$ cat config.mk
export PLATFORM = sky130hd
export DESIGN_NAME = refsel_top
export DESIGN_NICKNAME = d
export VERILOG_FILES = /design/src/rtl/refsel_pkg.sv /design/src/rtl/refsel_actmon.sv /design/src/rtl/refsel_arb.sv /design/src/rtl/refsel_regs.sv /design/src/rtl/refsel_top.sv
export SDC_FILE = /design/constraint.sdc
export NUM_CORES = 1
export LEC_CHECK = 0
export BUFFER_PORTS_ARGS = -buffer_cell sky130_fd_sc_hd__buf_2
export CAP_MARGIN = 20
export CORE_MARGIN = 2
export CORE_UTILIZATION = 45
export DETAILED_ROUTE_END_ITERATION = 6
export PLACE_DENSITY = 0.67
export REMOVE_ABC_BUFFERS = 1
export SYNTH_ARGS = -nofsm -noshare
export SYNTH_HDL_FRONTEND = slang
export SYNTH_SLANG_ARGS = --single-unit
$ cat constraint.sdc
create_clock -name clk -period 6.1 [get_ports clk]
set_input_delay 0.915 -clock clk [delete_from_list [all_inputs] [get_ports clk]]
set_output_delay 0.915 -clock clk [all_outputs]
set_load 0.05 [all_outputs]
$ cat src/rtl/refsel_pkg.sv
package refsel_pkg;
  typedef enum logic [1:0] {
    SEL_PRI  = 2'd0,
    SEL_SEC  = 2'd1,
    SEL_STBY = 2'd2
  } sel_e;

  localparam logic [1:0] A_CTRL   = 2'd0;
  localparam logic [1:0] A_WINDOW = 2'd1;
  localparam logic [1:0] A_STATUS = 2'd2;
  localparam int         STICKY_BIT = 6;
endpackage

$ cat src/rtl/refsel_actmon.sv
module refsel_actmon #(
  parameter int WIN_W     = 16,
  parameter int GOOD_WINS = 16
) (
  input  logic             clk,
  input  logic             rst,
  input  logic             ref_i,
  input  logic [WIN_W-1:0] win_len_i,
  output logic             fail_o
);
  localparam int GW = (GOOD_WINS > 2) ? $clog2(GOOD_WINS) : 1;

  logic [2:0]       sync_q;
  logic [WIN_W-1:0] cnt_q;
  logic [GW-1:0]    good_q;
  logic             seen_q;
  logic             rise;
  logic             win_end;

  assign rise    = sync_q[1] & ~sync_q[2];
  assign win_end = (cnt_q >= (win_len_i - WIN_W'(1)));

  always_ff @(posedge clk) begin
    if (rst) begin
      sync_q <= '0;
      cnt_q  <= '0;
      good_q <= '0;
      seen_q <= 1'b0;
      fail_o <= 1'b0;
    end else begin
      sync_q <= {sync_q[1:0], ref_i};
      if (win_end) begin
        cnt_q  <= '0;
        seen_q <= 1'b0;
        if (seen_q | rise) begin
          if (fail_o) begin
            if (good_q == GW'(GOOD_WINS - 1)) begin
              fail_o <= 1'b0;
              good_q <= '0;
            end else begin
              good_q <= good_q + GW'(1);
            end
          end
        end else begin
          fail_o <= 1'b1;
          good_q <= '0;
        end
      end else begin
        cnt_q  <= cnt_q + WIN_W'(1);
        seen_q <= seen_q | rise;
      end
    end
  end

  // a failure is only declared at the close of a window
  p_fail_at_window_end_r1: assert property (@(posedge clk) disable iff (rst)
    $rose(fail_o) |-> $past(win_end));
  // recovery only after the full run of good windows
  p_recover_after_run_r2: assert property (@(posedge clk) disable iff (rst)
    $fell(fail_o) |-> ($past(good_q) == GW'(GOOD_WINS - 1)));
endmodule

$ cat src/rtl/refsel_arb.sv
module refsel_arb
  import refsel_pkg::*;
(
  input  logic       clk,
  input  logic       rst,
  input  logic [2:0] fail_i,
  input  logic       force_en_i,
  input  logic       force_sel_i,
  input  logic       nonrev_i,
  output sel_e       sel_o,
  output logic       hold_o,
  output logic       sw_o
);
  sel_e       sel_n;
  logic [2:0] fail_p;
  sel_e       sel_p;

  always_comb begin
    if (nonrev_i && sel_o == SEL_SEC && !fail_i[1]) sel_n = SEL_SEC;
    else if (!fail_i[0])                            sel_n = SEL_PRI;
    else if (!fail_i[1])                            sel_n = SEL_SEC;
    else                                            sel_n = SEL_STBY;
    if (force_en_i && !fail_i[force_sel_i])
      sel_n = force_sel_i ? SEL_SEC : SEL_PRI;
    if (&fail_i) sel_n = sel_o;
  end

  always_ff @(posedge clk) begin
    if (rst) begin
      sel_o  <= SEL_PRI;
      hold_o <= 1'b0;
      sw_o   <= 1'b0;
      fail_p <= '0;
      sel_p  <= SEL_PRI;
    end else begin
      sel_o  <= sel_n;
      hold_o <= &fail_i;
      sw_o   <= (sel_n != sel_o);
      fail_p <= fail_i;
      sel_p  <= sel_o;
    end
  end

  p_standby_needs_both_r6: assert property (@(posedge clk) disable iff (rst)
    (sel_o == SEL_STBY) |-> (fail_p[0] && fail_p[1]));
  p_sel_healthy_r5: assert property (@(posedge clk) disable iff (rst)
    !hold_o |-> !fail_p[sel_o]);
  p_hold_freezes_r9: assert property (@(posedge clk) disable iff (rst)
    hold_o |-> (sel_o == sel_p));
  p_pulse_on_change_r10: assert property (@(posedge clk) disable iff (rst)
    sw_o == (sel_o != sel_p));
endmodule

$ cat src/rtl/refsel_regs.sv
module refsel_regs
  import refsel_pkg::*;
#(
  parameter int DATA_W  = 16,
  parameter int WIN_W   = 16,
  parameter int DEF_WIN = 64
) (
  input  logic              clk,
  input  logic              rst,
  input  logic [1:0]        addr_i,
  input  logic              wr_i,
  input  logic [DATA_W-1:0] wdata_i,
  input  logic [2:0]        fail_i,
  input  logic              hold_i,
  input  logic [1:0]        sel_i,
  input  logic              sw_i,
  output logic              nonrev_o,
  output logic [WIN_W-1:0]  win_o,
  output logic [DATA_W-1:0] rdata_o
);
  logic              sticky_q;
  logic [DATA_W-1:0] rd;

  always_comb begin
    rd = '0;
    case (addr_i)
      A_CTRL:   rd[0] = nonrev_o;
      A_WINDOW: rd[WIN_W-1:0] = win_o;
      A_STATUS: rd[STICKY_BIT:0] = {sticky_q, sel_i, hold_i, fail_i};
      default:  rd = '0;
    endcase
  end

  always_ff @(posedge clk) begin
    if (rst) begin
      nonrev_o <= 1'b0;
      win_o    <= WIN_W'(DEF_WIN);
      sticky_q <= 1'b0;
      rdata_o  <= '0;
    end else begin
      rdata_o <= rd;
      if (wr_i && addr_i == A_CTRL)   nonrev_o <= wdata_i[0];
      if (wr_i && addr_i == A_WINDOW) win_o    <= wdata_i[WIN_W-1:0];
      if (sw_i)
        sticky_q <= 1'b1;
      else if (wr_i && addr_i == A_STATUS && wdata_i[STICKY_BIT])
        sticky_q <= 1'b0;
    end
  end

  p_sticky_sets_r10: assert property (@(posedge clk) disable iff (rst)
    sw_i |=> sticky_q);
endmodule

$ cat src/rtl/refsel_top.sv
module refsel_top
  import refsel_pkg::*;
#(
  parameter int DATA_W    = 16,
  parameter int WIN_W     = 16,
  parameter int DEF_WIN   = 64,
  parameter int GOOD_WINS = 16
) (
  input  logic              clk,
  input  logic              rst,
  input  logic [2:0]        ref_in,
  input  logic              force_en,
  input  logic              force_sel,
  input  logic [1:0]        reg_addr,
  input  logic              reg_wr,
  input  logic [DATA_W-1:0] reg_wdata,
  output logic [DATA_W-1:0] reg_rdata,
  output logic [1:0]        sel,
  output logic [2:0]        fail,
  output logic              holdover,
  output logic              switch_pulse
);
  localparam int N_REF = 3;

  logic             nonrev;
  logic [WIN_W-1:0] win_len;
  sel_e             sel_w;

  for (genvar g = 0; g < N_REF; g++) begin : g_mon
    refsel_actmon #(.WIN_W(WIN_W), .GOOD_WINS(GOOD_WINS)) u_mon (
      .clk(clk), .rst(rst), .ref_i(ref_in[g]), .win_len_i(win_len),
      .fail_o(fail[g])
    );
  end

  refsel_arb u_arb (
    .clk(clk), .rst(rst), .fail_i(fail), .force_en_i(force_en),
    .force_sel_i(force_sel), .nonrev_i(nonrev), .sel_o(sel_w),
    .hold_o(holdover), .sw_o(switch_pulse)
  );

  assign sel = sel_w;

  refsel_regs #(.DATA_W(DATA_W), .WIN_W(WIN_W), .DEF_WIN(DEF_WIN)) u_regs (
    .clk(clk), .rst(rst), .addr_i(reg_addr), .wr_i(reg_wr),
    .wdata_i(reg_wdata), .fail_i(fail), .hold_i(holdover), .sel_i(sel),
    .sw_i(switch_pulse), .nonrev_o(nonrev), .win_o(win_len),
    .rdata_o(reg_rdata)
  );
endmodule

### Word level (Yosys, flattened, before mapping)

Index checks and enable logic that the tools add are counted.

* add/subtract/negate cells: 7
* magnitude comparators: 4
* eq/ne operators: 10
* mux-type cells: 30
* bitwise gates (word level): 10
* reductions and logical operators: 19

Operator list (count)
* adder 16 x 1 -> 16 bit (second input constant): 3
* >= comparator 16 bit: 3
* two-way mux 4 bit: 9
* subtractor 16 x 1 -> 16 bit (second input constant): 1
* two-way mux 1 bit: 14
* adder 4 x 1 -> 4 bit (second input constant): 3
* == test 4 bit (second input constant): 3
* one-hot mux 6 bit (2 select lines): 1
* two-way mux 2 bit: 5
* OR reduction 2 bit: 4
* logical AND 1 bit: 7
* != test 2 x 1 -> 1 bit (second input constant): 3
* AND reduction 2 bit: 3
* == test 2 x 1 -> 1 bit (second input constant): 2
* NOT 1 bit: 4
* bitwise AND 1 bit: 3
* less-than comparator 1 x 3 -> 1 bit (second input constant): 1
* OR 1 bit: 3
* one-hot mux 1 bit (3 select lines): 1
* AND reduction 3 bit: 1
* == test 2 bit (second input constant): 1
* logical NOT 1 bit: 2
* logical NOT 2 bit: 1
* != test 2 bit: 1
* nonzero test 2 bit: 1

* register bits: 113
* input bits: 26
* output and inout bits: 23
* logic and storage cells: 103

### Longest topological paths before layout

* depth after elaboration: 7
* mapped depth: 16
* depth with buffers taken out: 14

### Modules after synthesis

Synthesis repeated with hierarchy kept, for this count alone.

* cell total of the unflattened synthesis: 701
* area total of the unflattened synthesis: 6570.1 sq um

By module, submodules not included
* refsel_actmon: instances 3, cells each 184, area an instance 1681.6 sq um, sequential area each 500.5 sq um
* refsel_regs: instances 1, cells each 129, area an instance 1336.3 sq um, sequential area each 680.7 sq um
* refsel_arb: instances 1, cells each 20, area an instance 188.9 sq um, sequential area each 80.1 sq um

### Worst setup path after synthesis

Ideal clock, no wire load.

* kind: register -> register
* from: register u_regs.win_o[2]
* to: register g_mon[0].u_mon.good_q[2]
* setup time: 75 ps
* arrival time: 3344 ps
* required time: 6025 ps
* setup slack: 2681 ps
* stages on the path, launching flop included: 16
* buffers on the path: 2
* period minus slack after synthesis: 3419 ps
* path through: dfxtp_1 or4_1 buf_2 nor2_1 nand3_1 nor2_1 xnor2_1 ha_1 nand2_1 or2_2 a211oi_1 o2111ai_1 and3_1 buf_6 or4_1 a31oi_1

* longest elaborated chain between the ends: 3

Ends and longest elaborated chain
* start: declaration: RTL line refsel_regs.sv:18 `output logic [WIN_W-1:0] win_o,`
* start signal: assignment: RTL line refsel_regs.sv:37 `win_o <= WIN_W'(DEF_WIN);`
* start signal: assignment: RTL line refsel_regs.sv:43 `if (wr_i && addr_i == A_WINDOW) win_o <= wdata_i[WIN_W-1:0];`
* subtractor 16 x 1 -> 16 bit: RTL line refsel_actmon.sv:21 `assign win_end = (cnt_q >= (win_len_i - WIN_W'(1)));`
* >= comparator 16 bit: RTL line refsel_actmon.sv:21
* AND reduction 2 bit (no line)
* end signal: assignment: RTL line refsel_actmon.sv:41 `good_q <= good_q + GW'(1);`
* end: declaration: RTL line refsel_actmon.sv:15 `logic [GW-1:0] good_q;`

Every way passes these cells.
A chain may end at the register's enable or synchronous reset.

### Final worst setup path

* from: register u_regs.win_o[2]
* to: register g_mon[1].u_mon.good_q[0]

* longest elaborated chain between the ends: 3

Ends and longest elaborated chain (RTL line)
* subtractor 16 x 1 -> 16 bit: refsel_actmon.sv:21
* >= comparator 16 bit: refsel_actmon.sv:21
* AND reduction 2 bit (no line)
* end signal: assignment: refsel_actmon.sv:41
* end: declaration: refsel_actmon.sv:15

Every way passes these cells.

==> results.md <==
* Outcome: finished clean
* FFs w/ async S/R, synth at 0
* Top cells by count, synth: dfxtp_1 (113), nor2_1 (83), nand2_1 (76)
* I/O pin count at between 40 and 50
* Maximum clock rate at 242 MHz
* ANT cells at 0
* Synth top area cells: dfxtp_1 (39%), ha_1 (12%), nor2_1 (5.4%)
* Share of layout cells above drive strength 1 at 0.136
* Count leader, synth: dfxtp_1
* Pwr Density at just under 300 mW/mm^2
* Crit path arrival time at 4.48 ns
* Sequential cell area at 0.00226 mm^2
* CTS Buf Count at 17
* Largest net degree at the start of global routing at between 40 and 50
* Power Total at 1970 uW
* Post-CTS setup buffers at 0
* Clock root cell: clkbuf_16
* Max incr delay on CP at 0.65 ns
* Period utilisation layout at 0.677
* Max Fanout on Critical Path at 16
* IO Port Bufs at 48
* Clk Latency, worst-skew pair at between 0.4 and 0.5 ns
* Most common flop cell mapped by yosys: dfxtp_1
* Final Critical Period at 4.13 ns
* Multi-input gate area in the final layout at between 0.003 and 0.004 mm^2
* Met2 wire len at 6330 um
* Yosys Warn Count at 0
* Die width at 117 um
* First DRT Iteration DRCs at 210
* Pre-CTS WS at 1.99 ns
* Routability cong. at 0.870
* Num rows at 41
* Dpl hpwl at 9740 um
* Final net count at 784
* Leakage at 0.00286 uW
* Critical path launch point type: flop
* Initial DRT Pass Iterations at 5
* Clock Tree Buf Depth at 2
* RSZ-0062 raised after global routing: no
* HP Start: g_mon[1].u_mon.sync_q[0]
* Slew headroom at 0.558
* Setup TNS at 0 ns
* Hold worst-path end: g_mon[1].u_mon.sync_q[1]
* Synth top area share at 0.392
* Fin. Hold Viols at 0
* Final Skew at 0.00908 ns
* Worst R2R Setup Slack at 1.97 ns
* Core ar. at 0.0126 mm^2
* Synthesized cell area at 0.00577 mm^2
* Gr usage total at 0.204
* Remaining DRCs at 0
* Fillers at roughly 1,200
* Top layer in use: met4
* Routed vias/inst at ~5.4
* Placed cell count at 855
* Register bit count reported by yosys at 113
* Cells after Synth at 656
* Per-cell routed wire length at 14.7 um
* Vias at 4,764
* Reg2reg start: u_regs.win_o[2]
* CP Cell Sequence: or4_1 -> nor2_1 -> nand3_1 -> nor3_1 -> xnor2_1 -> ha_1 -> a41oi_1 -> o21ai_0 -> a21o_1 -> a31oi_1 -> nand4_1 -> o31ai_1 -> a22o_1
* Vias in the first global route at 4,595
* Syn_area_per_cell at 8.80 um^2
* Post-CTS Resized at 0
* Final std cells w/o fill at 887
* Crit path kind: reg2reg
* WHS Path Cells at 1
* Final core occ at 0.538
* Reg clk slew, reported paths at 0.05 ns
* TritonCTS clock tree: yes
* WL final at 13,100 um
* Crit path max-delay family: simple AND/OR/NAND/NOR gates
* Post-synth EDFFs at 0
* First-pass GRT wire length at 21,700 um
* Sequential fraction of the synthesis area at 0.392
* Die Area at 0.0137 mm^2
* Min-delay worst type: reg2reg
* Synth cell types at 63
* # setup viols final at 0
* Final WS setup at 1.97 ns
* Area Growth Syn to Fin at 17.1%
* Worst VDD drop at around 0.23 mV
* Maxcap violations at 0
* Worst Reg2Reg Path Length in Cells at 13
* Global route overflow at 0
* Critical path endpoint category: flop
* Slowest CP cell: or4_1
* Met3 wire len at 542 um
* Met1 Wirelength at 6020 um
* Initial Utilization at 0.459
* CTS Sinks at between 100 and 150
* Height of the chip at 117 um
* Largest area contributor in the netlist: dfxtp_1
* Hold_buf cts at 0
* Crit path buf inv count at 0
* Post-route ant nets at 0
* Reg2reg end: g_mon[1].u_mon.good_q[0]
* CP required at 6.45 ns
* Slew at the pin closest to its max-slew limit at 0.660 ns
* Initial antenna violation count at 0
* Max-slew violations at 0
* H-Tree Depth at 4
-- per-stage QoR --
step                      instance area, um^2  hold WS, ns
final                                    6760        0.431
after global routing                     6760        0.451
after CTS                                6760        0.435
after detailed placement                 6130        0.422
after global placement                   6130        0.425
after floorplan                          5670        0.414
-- state kept, by name, indices dropped and copies added, names as in the netlist --
| register | count |
|---|---|
| u_arb.hold_o | 1 |
| u_regs.nonrev_o | 1 |
| g_mon.u_mon.fail_o | 3 |
| g_mon.u_mon.cnt_q | 48 |
| u_regs.sticky_q | 1 |
| u_regs.win_o | 16 |
| g_mon.u_mon.sync_q | 9 |
| u_regs.rdata_o | 16 |
| u_arb.sel_o | 2 |
| g_mon.u_mon.seen_q | 3 |
| u_arb.sw_o | 1 |
| g_mon.u_mon.good_q | 12 |
-- layout by cell type (no fill, tap or decap), types with 3 or more instances in the layout --
cell and instances:
dfxtp_1 113, nor2_1 83, nand2_1 76, ha_1 56, buf_2 48, a21oi_1 37
nand3_1 30, xor2_1 30, xnor2_1 26, inv_1 22, clkbuf_16 17, and2_1 13
nor3_1 12, and3_1 12, nor2b_1 11, nand4_1 11, a21o_1 8, a211oi_1 8
o21ai_0 8, a31oi_1 6, a22oi_1 6, o21a_1 5, or4_1 4, nand2b_1 4
o211ai_1 4, a22o_1 4, bufinv_16 4, or2_2 3, nor3b_1 3, o2111ai_1 3
clkbuf_8 3, clkbuf_1 3
-- cells by family (layout without fill, tap and decap cells) --
| group | after synthesis | after routing | synth area share |
|---|---|---|---|
| flops | 113 | 113 | 0.392 |
| fa+ha+maj | 56 | 56 | 0.121 |
| compound gates | 109 | 109 | 0.136 |
| xor+xnor | 57 | 57 | 0.0889 |
| simple gates | 277 | 277 | 0.229 |
| buf+inv | 44 | 103 | 0.0325 |
-- area by class of cell --
cell class                      instances  area share
Sequential cell                       113       0.335
Timing Repair Buffer                   49      0.0366
Clock buffer                           23      0.0707
Inverter                               22      0.0122
Clock inverter                          9      0.0228
Tap cell                              172      0.0318
Multi-Input combinational cell        499       0.491
-- report_power, final --
part | switching, uW | internal [uW] | leakage, uW
Combinational | 92.4 | 56.4 | 0.00164
Clock | 337 | 715 | 0.000303
Sequential | 14.9 | 754 | 0.000916
-- routing by layer --
metal / GRT usage / vias to the layer above
li1: - / 2391
met1: 0.254 / 2264
met2: 0.339 / 93
met3: 0.0469 / 16
met4: 0.0839 / 0
met5: 0 / -
-- how the worst max path moves through the flow --
| stage | start | to | slack (ns) | depth (start not counted) |
|---|---|---|---|---|
| floorplan | u_regs.win_o[2] | g_mon[1].u_mon.good_q[0] | 2.64 | 13 |
| global placement | u_regs.win_o[2] | g_mon[1].u_mon.good_q[0] | 2.19 | 13 |
| detailed placement | u_regs.win_o[2] | g_mon[1].u_mon.good_q[0] | 1.99 | 13 |
| CTS | u_regs.win_o[2] | g_mon[1].u_mon.good_q[0] | 1.98 | 13 |
| global route | u_regs.win_o[2] | g_mon[1].u_mon.good_q[0] | 1.66 | 13 |
| finish | u_regs.win_o[2] | g_mon[1].u_mon.good_q[0] | 1.97 | 13 |
(Power assumes the default switching activity.)
